`config.mk`:
```
export PLATFORM = sky130hd
export DESIGN_NAME = mulstep_unit
export DESIGN_NICKNAME = d
export VERILOG_FILES = /design/src/rtl/mulstep_pkg.sv /design/src/rtl/mulstep_lane.sv /design/src/rtl/mulstep_wide.sv /design/src/rtl/mulstep_seq.sv /design/src/rtl/mulstep_unit.sv
export SDC_FILE = /design/constraint.sdc
export NUM_CORES = 1
export LEC_CHECK = 0
export BUFFER_PORTS_ARGS = -buffer_cell sky130_fd_sc_hd__buf_2
export CAP_MARGIN = 20
export CORE_AREA = 10 10 185 187
export DETAILED_ROUTE_END_ITERATION = 8
export DIE_AREA = 0 0 195 197
export SLEW_MARGIN = 20
export SYNTH_ARGS = -nofsm -noshare
export SYNTH_HDL_FRONTEND = slang
export SYNTH_SLANG_ARGS = --single-unit
```
`constraint.sdc`:
```
create_clock -name clk -period 7.63 [get_ports clk]
set_input_delay 0.763 -clock clk [delete_from_list [all_inputs] [get_ports clk]]
set_output_delay 0.763 -clock clk [all_outputs]
set_load 0.1 [all_outputs]
```
`src/rtl/mulstep_pkg.sv`:
```
package mulstep_pkg;

    localparam int ACC_W_DEF  = 32;
    localparam int SEQ_N_DEF  = 8;
    localparam int HALF_W_DEF = 16;

    typedef enum logic [1:0] {
        OP_STEP  = 2'd0,
        OP_MUL8  = 2'd1,
        OP_MUL16 = 2'd2,
        OP_RSV   = 2'd3
    } op_e;

    typedef struct packed {
        logic busy;
        logic fin;
    } seq_stat_t;

    function automatic int cnt_bits(input int n);
        return (n <= 2) ? 1 : $clog2(n);
    endfunction

endpackage

```
`src/rtl/mulstep_lane.sv`:
```
module mulstep_lane #(
    parameter int W    = 32,
    parameter int TBIT = 31
) (
    input  logic [W-1:0] acc,
    input  logic [W-1:0] addend,
    output logic [W-1:0] nxt
);
    logic [W-1:0] masked;

    for (genvar i = 0; i < W; i++) begin : g_mask
        assign masked[i] = addend[i] & acc[TBIT];
    end

    assign nxt = (acc << 1) + masked;
endmodule

```
`src/rtl/mulstep_wide.sv`:
```
module mulstep_wide #(
    parameter int ACC_W  = 32,
    parameter int HALF_W = 16
) (
    input  logic [ACC_W-1:0] a,
    input  logic [ACC_W-1:0] b,
    output logic [ACC_W-1:0] prod
);
    logic [ACC_W-1:0] a_z, b_z;

    assign a_z  = ACC_W'(a[HALF_W-1:0]);
    assign b_z  = ACC_W'(b[HALF_W-1:0]);
    assign prod = a_z * b_z;
endmodule

```
`src/rtl/mulstep_seq.sv`:
```
module mulstep_seq
    import mulstep_pkg::*;
#(
    parameter int ACC_W = 32,
    parameter int SEQ_N = 8
) (
    input  logic             clk,
    input  logic             rst,
    input  logic             launch,
    input  logic [ACC_W-1:0] mplier,
    input  logic [ACC_W-1:0] mcand,
    output seq_stat_t        stat,
    output logic [ACC_W-1:0] acc_next
);
    localparam int CNT_W = cnt_bits(SEQ_N);
    localparam logic [CNT_W-1:0] LAST = CNT_W'(SEQ_N - 1);

    logic [CNT_W-1:0] cnt_q;
    logic [ACC_W-1:0] acc_q;
    logic [ACC_W-1:0] mc_q;
    logic             busy_q;

    mulstep_lane #(.W(ACC_W), .TBIT(2*SEQ_N-1)) u_lane (
        .acc    (acc_q),
        .addend (mc_q),
        .nxt    (acc_next)
    );

    always_ff @(posedge clk) begin
        if (rst) begin
            busy_q <= 1'b0;
            cnt_q  <= '0;
            acc_q  <= '0;
            mc_q   <= '0;
        end else if (launch) begin
            busy_q <= 1'b1;
            cnt_q  <= '0;
            acc_q  <= ACC_W'(mplier[SEQ_N-1:0]) << SEQ_N;
            mc_q   <= ACC_W'(mcand[SEQ_N-1:0]);
        end else if (busy_q) begin
            acc_q <= acc_next;
            if (cnt_q == LAST) begin
                busy_q <= 1'b0;
                cnt_q  <= '0;
            end else begin
                cnt_q <= cnt_q + 1'b1;
            end
        end
    end

    assign stat.busy = busy_q;
    assign stat.fin  = busy_q && (cnt_q == LAST);

    // the step counter rests at zero between sequences
    assert_idle_cnt_R5: assert property (@(posedge clk) disable iff (rst)
        !busy_q |-> (cnt_q == '0));

    // a launch is never presented while a sequence is running
    assert_no_relaunch_R6: assert property (@(posedge clk) disable iff (rst)
        busy_q |-> !launch);
endmodule

```
`src/rtl/mulstep_unit.sv`:
```
module mulstep_unit
    import mulstep_pkg::*;
#(
    parameter int ACC_W  = ACC_W_DEF,
    parameter int SEQ_N  = SEQ_N_DEF,
    parameter int HALF_W = HALF_W_DEF
) (
    input  logic             clk,
    input  logic             rst,
    input  logic             issue,
    input  logic [1:0]       opcode,
    input  logic [ACC_W-1:0] acc_in,
    input  logic [ACC_W-1:0] opnd_in,
    output logic [ACC_W-1:0] result,
    output logic             done
);
    localparam int PROD_W = 2 * SEQ_N;
    localparam logic [ACC_W-1:0] PROD_MASK = ACC_W'((64'd1 << PROD_W) - 64'd1);

    op_e              op;
    logic             accept;
    seq_stat_t        sq;
    logic [ACC_W-1:0] step_res;
    logic [ACC_W-1:0] wide_res;
    logic [ACC_W-1:0] seq_next;
    logic [ACC_W-1:0] result_q;
    logic             done_q;

    assign op     = op_e'(opcode);
    assign accept = issue && !sq.busy;

    mulstep_lane #(.W(ACC_W), .TBIT(ACC_W-1)) u_step (
        .acc    (acc_in),
        .addend (opnd_in),
        .nxt    (step_res)
    );

    mulstep_wide #(.ACC_W(ACC_W), .HALF_W(HALF_W)) u_wide (
        .a    (acc_in),
        .b    (opnd_in),
        .prod (wide_res)
    );

    mulstep_seq #(.ACC_W(ACC_W), .SEQ_N(SEQ_N)) u_seq (
        .clk      (clk),
        .rst      (rst),
        .launch   (accept && (op == OP_MUL8)),
        .mplier   (acc_in),
        .mcand    (opnd_in),
        .stat     (sq),
        .acc_next (seq_next)
    );

    always_ff @(posedge clk) begin
        if (rst) begin
            result_q <= '0;
            done_q   <= 1'b0;
        end else begin
            done_q <= 1'b0;
            if (accept && op == OP_STEP) begin
                result_q <= step_res;
                done_q   <= 1'b1;
            end else if (accept && op == OP_MUL16) begin
                result_q <= wide_res;
                done_q   <= 1'b1;
            end else if (sq.fin) begin
                result_q <= seq_next & PROD_MASK;
                done_q   <= 1'b1;
            end
        end
    end

    assign result = result_q;
    assign done   = done_q;

    // a step with a clear top bit is a plain doubling
    assert_step_shift_R3: assert property (@(posedge clk) disable iff (rst)
        (accept && op == OP_STEP && !acc_in[ACC_W-1]) |=>
            (done && result == ($past(acc_in) << 1)));

    // the wide multiply completes one cycle after issue
    assert_wide_next_R7: assert property (@(posedge clk) disable iff (rst)
        (accept && op == OP_MUL16) |=> done);

    // the reserved opcode produces no completion
    assert_reserved_quiet_R8: assert property (@(posedge clk) disable iff (rst)
        (accept && op == OP_RSV) |=> !done);

    // the upper half of a byte product is always clear
    assert_mul8_upper_R4: assert property (@(posedge clk) disable iff (rst)
        sq.fin |=> (done && ((result >> PROD_W) == '0)));

    // a running sequence ends only with a completion
    assert_busy_to_done_R6: assert property (@(posedge clk) disable iff (rst)
        (sq.busy && !sq.fin) |=> sq.busy);

    // the result moves only together with done
    assert_result_hold_R9: assert property (@(posedge clk) disable iff (rst)
        !$stable(result) |-> done);
endmodule

```
# Word-level counts from Yosys, hierarchy flattened
# Index checks and enable logic that the tools add are counted.
word_totals:
  mem_bits_ro: 0
  output_inout_bits: 33
  ff_bits: 61
  wordCells: 76
  mem_count: 0
  latchBits: 0
  mem_bits_rw: 0
  in_bits: 69
classes:
  add_sub_neg: 3
  shift: 0
  n_mux: 12
  n_lt_le_gt_ge: 0
  n_bitwise: 40
  reduce_logical: 10
  div_mod_pow: 0
  multipliers: 1
  n_eq_ne: 3
ops:
  columns: ["cell", "count"]
  rows:
  - ["$mux W32", 3]
  - ["$and A1 B1 Y1", 40]
  - ["$add A32 B32 Y32", 1]
  - ["$mul A16 B16 Y32", 1]
  - ["$mux W16", 2]
  - ["$add A16 B8 Y16", 1]
  - ["$mux W1", 6]
  - ["$logic_and A1 B1 Y1", 5]
  - ["$add A3 B1 Y3 const B", 1]
  - ["$eq A3 B3 Y1 const B", 1]
  - ["$mux W3", 1]
  - ["$reduce_bool A3 Y1", 1]
  - ["$eq A2 B1 Y1 const B", 1]
  - ["$eq A2 B2 Y1 const B", 1]
  - ["$logic_not A2 Y1", 1]
  - ["$reduce_bool A2 Y1", 1]
  - ["$reduce_or A2 Y1", 1]
  - ["$logic_not A1 Y1", 1]

# Depth between registers and ports, before layout
# Gate-level depths: netlist of the first run.
depth:
  depth_word: 5
  ltp_mapped: 24
  depth_no_buf: 22

# Cells and area by module
# Synthesis of the first run repeated with hierarchy kept, for this count alone.
hier_totals:
  hier_cells: 1940
  hier_area_um2: 16012.9
modules_own_cells:
  columns: ["module", "seq_area_each_um2", "n_inst", "area_each_um2", "cells_each"]
  rows:
  - ["mulstep_wide", 0.0, 1, 8620.8, 992]
  - ["mulstep_lane (u_step)", 0.0, 1, 2124.5, 315]
  - ["mulstep_lane (u_seq.u_lane)", 0.0, 1, 1789.2, 256]
  - ["mulstep_unit", 660.6, 1, 1770.4, 218]
  - ["mulstep_seq", 880.8, 1, 1707.9, 159]

# Worst setup path after synthesis of the first run
# OpenSTA, ideal clock, no wires.
synth_timing:
  path_kind: "input to register"
  from: "input opnd_in[7]"
  to: "register result_q[26], in the netlist result[26]"
  path_stages: 24
  t_required_ns: 7.560
  n_path_buf: 3
  setup_time_ns: 0.070
  t_arrival_ns: 6.529
  path_slack_ns: 1.031
  path_cell_list: "clkbuf_1 > clkbuf_1 > nand2_1 > fa_1 > inv_1 > fa_1 > inv_1 > fa_1 > inv_1 > fa_1 > fa_1 > inv_1 > fa_1 > inv_1 > ha_1 > clkbuf_2 > o21ai_1 > a2111oi_0 > o21ai_0 > a31oi_1 > nand3_1 > a311oi_1 > nor3_1 > a21oi_1"
synth_between:
  elab_chain_len: 3
  word_cells_on_any_way: 5
  cone_classes: "add/sub: 1; mul: 1; mux: 2; bitwise: 1"
synth_rtl:
  columns: ["element", "line_no", "rtl"]
  rows:
  - ["from (decl)", "mulstep_unit.sv:13", "input logic [ACC_W-1:0] opnd_in,"]
  - ["$mul A16 B16 Y32 or $and A1 B1 Y1 (tied branches)", "mulstep_wide.sv:13, mulstep_lane.sv:12", null]
  - ["$mux W32 or $add A32 B32 Y32 (tied branches)", "mulstep_unit.sv:63, mulstep_lane.sv:15", null]
  - ["$mux W32 (*)", "mulstep_unit.sv:60", "if (accept && op == OP_STEP) begin"]
  - ["to (signal assigned)", "mulstep_unit.sv:61", "result_q <= step_res;"]
  - ["to (signal assigned)", "mulstep_unit.sv:64", "result_q <= wide_res;"]
  - ["to (signal assigned)", "mulstep_unit.sv:67", "result_q <= seq_next & PROD_MASK;"]
  - ["to (decl)", "mulstep_unit.sv:26", "logic [ACC_W-1:0] result_q;"]
# Mark *: on every way between the ends. The rest lies on a longest branch, timed or not.
# A chain may end at the register's enable or synchronous reset.

# Worst setup path in the final report of the first run
layout_timing:
  from: "input acc_in[6]"
  to: "register result_q[26], in the netlist result[26]"
layout_between:
  elab_chain_len: 3
  word_cells_on_any_way: 4
  cone_classes: "add/sub: 1; mul: 1; mux: 2"
layout_rtl:
  columns: ["element", "line_no", "rtl"]
  rows:
  - ["from (decl)", "mulstep_unit.sv:12", "input logic [ACC_W-1:0] acc_in,"]
  - ["$mul A16 B16 Y32", "mulstep_wide.sv:13", "assign prod = a_z * b_z;"]
  - ["$mux W32", "mulstep_unit.sv:63", "end else if (accept && op == OP_MUL16) begin"]
  - ["$mux W32 (*)", "mulstep_unit.sv:60", null]
# Marked as above.

==> results of run 1 <==
## flip-flops by register name (all words and copies together) (netlist names)
name and cells:
done 1, u_seq.busy_q 1, u_seq.acc_q 16, result 32, u_seq.cnt_q 3, u_seq.mc_q 8
## power by group through the flow
stage | Clock, W | Sequential (W) | Combinational [W]
final | 0.000429 | 0.000382 | 0.00580
after global routing | 0.000447 | 0.000385 | 0.00650
after CTS | 0.000433 | 0.000381 | 0.00574
after detailed placement | 0 | 0.000387 | 0.00567
after global placement | 0 | 0.000387 | 0.00566
after floorplan | 0 | 0.000609 | 0.00401
## worst max-delay path, stage by stage
cell	delay, ns
buf_2	0.42
nand2_1	0.15
fa_1	0.53
inv_1	0.05
fa_1	0.50
inv_1	0.05
fa_1	0.53
inv_1	0.05
fa_1	0.45
fa_1	0.49
inv_1	0.05
fa_1	0.51
inv_1	0.05
ha_1	0.39
o21ai_1	0.15
a2111oi_0	0.40
o21ai_0	0.29
a31oi_1	0.46
nand3_1	0.15
a311oi_1	0.40
o41ai_1	0.12
a21oi_1	0.14
## cells by family (layout without fill, tap and decap cells)
group,count (synthesis),after routing
AO/OA/AOI/OAI,283,283
XOR/XNOR,45,45
adder cells (fa/ha/maj),339,339
buffers and inverters,324,374
flip-flops,61,61
multiplexers,16,16
AND/OR/NAND/NOR,576,576
## metrics by stage
step	area (um2)	std cells	total power (W)	hold WS (ns)	setup WS, ns
after global routing	14600	2090	0.00734	0.473	0.303
final	14600	2090	0.00661	0.450	0.762
after CTS	14600	2090	0.00655	0.453	0.847
after detailed placement	14300	2075	0.00606	0.446	0.525
after global placement	14300	2075	0.00605	0.439	0.612
after floorplan	13500	1644	0.00462	0.432	1.03
## final timing paths
check | start | to
setup / recovery | acc_in[6] | result[26]
hold / removal | u_seq.mc_q[3] | u_seq.mc_q[3]
setup reg to reg | u_seq.acc_q[15] | result[13]
hold reg to reg | u_seq.mc_q[3] | u_seq.mc_q[3]
## cells in the final DEF (no fill, tap or decap), types with 20 or more instances in the layout
master and instances:
buf_2 100, and2_1 156, fa_1 196, xnor2_1 25, nand2_1 237, inv_1 248
o21ai_0 42, ha_1 143, dfxtp_1 61, nor2_1 67, xor2_1 20, a21o_1 24
a21oi_1 79
## routing by layer
metal  global-route usage  vias to the layer above  share of wire
met1                0.286                     5709           0.46
met3               0.0283                       28          0.066
li1                     -                     5457              -
met2                0.337                      365           0.46
met5                    0                        -              0
met4               0.0373                        0          0.011
## cell type report
cell class | count | area [um2] | share of cell area
multi-input combinational | 1259 | 11000 | 0.757
sequential | 61 | 1220 | 0.0838
inverter | 249 | 935 | 0.0641
timing repair buffer | 110 | 576 | 0.0395
tap | 396 | 495 | 0.0340
clock buffer | 12 | 267 | 0.0183
clock inverter | 3 | 43.8 | 0.00300
==> results.yml, run 1 <==
power:
  p_int_w: 0.00284
  clkPwrFrac: 0.065
  pwr-share-comb: 0.877
  leakagePower_nw: 7.16
  p_seq_frac: 0.058
  ir_drop_mv: 0.493
  switching_share: 0.570
  switchingPower_w: 0.00376
  power_density_nw_per_um2: 453
layout:
  area_growth_pct: 8.16
  finalNetCount: 2098
  fin_util: 0.479
  insertedDiodeCount: 0
  fillCellCount: 3069
  drive_gt1_frac: 0.0868
critical_path:
  crit_fanout: 18
  crit_path_end_kind: "flip-flop"
  cp-start-kind: "primary input"
  r2r_cells: 12
  crit_type: "in -> reg"
  crit_required_ns: 7.88
  r2r_setup_slack_ns: 4.56
  crit_arrival_ns: 7.12
clocking:
  clockBufferDepth: 2
  cts_tree: "yes"
  postCtsHoldBufs: 0
  cts_made_buffers: 9
  path_clk_slew_ns: 0.05
  cts_setup_buffers: 0
  cts_resized: 0
  cts.sinks: 61
  clock_latency_ns: 0.33
  h-tree-depth: 3
  cts_root_buffer: "clkbuf_16"
yosys:
  synth_fa_ha_area_frac: 0.424
  synth_area_um2: 13500
  synth-seq-cells: 61
  synth_top_area_frac: 0.291
  synth_nets: 2052
  yosysTopAreaCell: "fa_1"
  ys_async_sr_fraction: 0
  ys_types: 74
  synth_xor_xnor_area_share: 0.0292
  synth_simple_gate_area_frac: 0.210
  synth_edf_count: 0
  synth_mux_area_frac: 0.0120
  synth_ff_type: "dfxtp_1"
  yosysMostFrequentCell: "inv_1"
  synth-compound-area-share: 0.144
  synth_top_family_by_area: "adder cells"
  ys.warnings.count: 0
  syn_area_per_cell_um2: 8.20
  ys_top_cells_by_area: "fa_1 29%, ha_1 13%, dfxtp_1 9.1%"
  synth_cells: 1644
  synth_common_cells: "248 x inv_1, 237 x nand2_1, 196 x fa_1"
  synth_seq_area_share: 0.0906
sta:
  rsz0062_at_grt: "no"
  min_period_ns: 6.87
  fmax_mhz: 146
  maxSlewHeadroom: 0.401
  setup_viol_count_final: 0
  fin_crit_sh: 0.900
  drv_slew: 0
  finalHoldViolCount: 0
  setup_tns_ns: 0
  fin_skew_ns: 0.00883
  tightest_slew_ns: 0.895
grt:
  grt_pass1_wl_um: 65000
  track_usage: 0.206
  grt_pass1_vias: 12000
  grt_max_degree: 61
  antenna_found_initial: 0
  grt.overflow.total: 0
route:
  wl_per_cell_um: 18.9
  routed_wl_um: 39600
  drc: 0
  num_vias: 11600
  ant_nets: 0
  viasPerCell: 5.53
  first_pass_iters: 5
  drt_iter0_markers: 799
die:
  pin_count: 102
  initial_core_util: 0.443
  die_area_um2: 38400
  coreArea_um2: 30400
  chipWidth_um: 195
  die_h_um: 197
  row_count: 64
run:
  cap_violations: 0
worst_hold_path:
  whs_path_depth: 2
  hold_class: "reg -> reg"
outcome:
  status: "completed"
placement:
  port_buffers: 101
  hpwl_um: 31200
  place_congestion: 0.945
(Power assumes the default switching activity.)
==> run 2: changes to the inputs <==
ABC_AREA = 1   (was unset)
CORE_AREA = 10 10 195 197   (was 10 10 185 187)
DIE_AREA = 0 0 205 207   (was 0 0 195 197)
==> run 2 against run 1 <==
Die area is 10% higher. Wire length is 17% higher. Register-to-register slack hardly changed. Fmax is 9.9% higher. Global-route usage is 1.7 points higher. Sequential power hardly changed. Worst setup slack better by 0.62 ns. Highest routed layer unchanged. Count of clock-buffer cells in the layout is 1 lower. Critical path type unchanged. First-iteration DRC count is 15% higher. Critical endpoint is now result[16]. Final cell count is 38% higher. Power is 4.1% higher. Cell area is 11% higher.
==> results.yml, run 2 <==
die:
  pin_count: 102
  row_count: 68
  coreArea_um2: 34100
  die_h_um: 207
  die_area_um2: 42400
  chipWidth_um: 205
  initial_core_util: 0.443
clocking:
  postCtsHoldBufs: 0
  clockBufferDepth: 2
  clock_latency_ns: 0.34
  cts_tree: "yes"
  path_clk_slew_ns: 0.05
  cts_resized: 0
  cts_root_buffer: "clkbuf_16"
  cts_setup_buffers: 0
  cts.sinks: 61
  cts_made_buffers: 9
  h-tree-depth: 3
critical_path:
  r2r-end: "result[19]"
  r2r_setup_slack_ns: 4.56
  r2r_cells: 10
  crit_type: "in -> reg"
  cp.buffers_inverters: 7
  critical-path-max-stage-delay_ns: 0.56
  crit_path_end_kind: "flip-flop"
  crit_fanout: 18
  crit_arrival_ns: 6.49
  cp-start-kind: "primary input"
  crit_chain: "buf_2 > nand2_1 > fa_1 > inv_1 > fa_1 > inv_1 > fa_1 > inv_1 > fa_1 > fa_1 > inv_1 > fa_1 > inv_1 > ha_1 > nand2_1 > nor2_1 > nand2_1 > a21oi_1 > o21ai_0 > nand3_1 > nand3_1 > nand2_1 > inv_1"
  crit_required_ns: 7.87
  timing.rr.start: "u_seq.busy_q"
  cp_slowest_cell: "fa_1"
  cpLargestDelayFamily: "adder cells"
yosys:
  synth-compound-area-share: 0.0601
  yosysTopAreaCell: "fa_1"
  ys_types: 38
  synth_cells: 2392
  syn_area_per_cell_um2: 6.32
  synth-seq-cells: 61
  synth_xor_xnor_area_share: 0.0127
  synth_area_um2: 15100
  synth_ff_type: "dfxtp_1"
  synth_top_family_by_area: "adder cells"
  ys_top_cells_by_area: "fa_1 26%, nand2_1 20%, inv_1 16%"
  synth_common_cells: "800 x nand2_1, 631 x inv_1, 196 x fa_1"
  yosysMostFrequentCell: "nand2_1"
  synth_simple_gate_area_frac: 0.285
  synth_top_area_frac: 0.259
  ys.warnings.count: 0
  synth_seq_area_share: 0.0807
  synth_edf_count: 0
  synth_mux_area_frac: 0
  synth_fa_ha_area_frac: 0.378
  ys_async_sr_fraction: 0
  synth_nets: 2800
worst_hold_path:
  whs_path_depth: 2
  hold_end: "u_seq.cnt_q[1]"
  min-delay-start: "u_seq.cnt_q[1]"
  hold_class: "reg -> reg"
layout:
  fillCellCount: 3645
  largest_reg_flops: 32
  finalNetCount: 2824
  multi_input_area_um2: 11100
  insertedDiodeCount: 0
  layout_common_cells: "800 x nand2_1, 631 x inv_1, 196 x fa_1"
  layout_commonest_cell: "nand2_1"
  regArea_um2: 1220
  design_area_um2: 16100
  drive_gt1_frac: 0.0533
  area_growth_pct: 6.64
sta:
  setup_tns_ns: 0
  fmax_mhz: 160
  hold_ws_ns: 0.466
  fin_skew_ns: 0.00797
  fin_crit_sh: 0.819
  rsz0062_at_grt: "no"
  maxSlewHeadroom: 0.302
  tightest_slew_ns: 1.04
  finalHoldViolCount: 0
  min_period_ns: 6.25
  drv_slew: 0
  setup_viol_count_final: 0
outcome:
  status: "completed"
route:
  viasPerCell: 4.88
  routed_wl_um: 46200
  ant_nets: 0
  drt_iter0_markers: 919
  num_vias: 14000
  wl_per_cell_um: 16.1
  drc: 0
  first_pass_iters: 7
grt:
  met1_usage: 0.311
  met2_usage: 0.360
  track_usage: 0.223
  antenna_found_initial: 0
  grt_pass1_vias: 14200
  met3_usage: 0.0306
  grt_pass1_wl_um: 76600
  grt.overflow.total: 0
  grt_most_used_layer: "met2"
  grt_max_degree: 44
power:
  leakagePower_nw: 10.2
  power_density_nw_per_um2: 426
  finalPower_w: 0.00688
  ir_drop_mv: 0.325
placement:
  port_buffers: 101
  hpwl_um: 37800
  place_congestion: 0.953
  place_area_um2: 15800
run:
  cap_violations: 0
[run 2: final cells by class]
type,instances,area share
Clock buffer,11,0.0157
Clock inverter,4,0.00295
Inverter,637,0.149
Multi-Input combinational cell,1605,0.690
Sequential cell,61,0.0757
Tap cell,455,0.0353
Timing Repair Buffer,102,0.0318
[run 2: worst reg2reg max path: cells and delay by family (launching register included)]
kind                   cells  cell delay [ns]
buffers and inverters      4             1.10
flip-flops                 1             0.79
AND/OR/NAND/NOR            6             1.13
[run 2: worst max path at each step]
stage / startpoint / endpoint / cells past startpoint
2_1_floorplan: opnd_in[7] / result[19] / 25
3_3_place_gp: acc_in[7] / result[16] / 24
3_5_place_dp: acc_in[7] / result[16] / 23
4_1_cts: acc_in[7] / result[16] / 23
5_1_grt: acc_in[7] / result[16] / 23
6_report: acc_in[7] / result[16] / 23
[run 2: per-stage QoR]
step                instances   util  setup slack [ns]
floorplan                2392      -              1.79
global route             2875  0.473              1.07
detailed placement       2860  0.464              1.13
CTS                      2875  0.473              1.44
global placement         2860  0.464              1.12
finish                   2875  0.473              1.38
[run 2: logic make-up after synthesis]
family / after synthesis
simple gates: 1073
buf+inv: 726
fa+ha+maj: 339
compound gates: 171
flops: 61
xor+xnor: 22
[run 2: layer usage]
| layer | share of wire | vias to the layer above |
|---|---|---|
| li1 | - | 7014 |
| met3 | 0.055 | 52 |
| met5 | 0 | - |
| met1 | 0.47 | 6597 |
| met4 | 0.020 | 0 |
| met2 | 0.45 | 359 |
[run 2: power by group]
group / internal (W) / switching, W
Clock: 0.000267 / 0.000155
Sequential: 0.000351 / 0.0000273
Combinational: 0.00199 / 0.00408
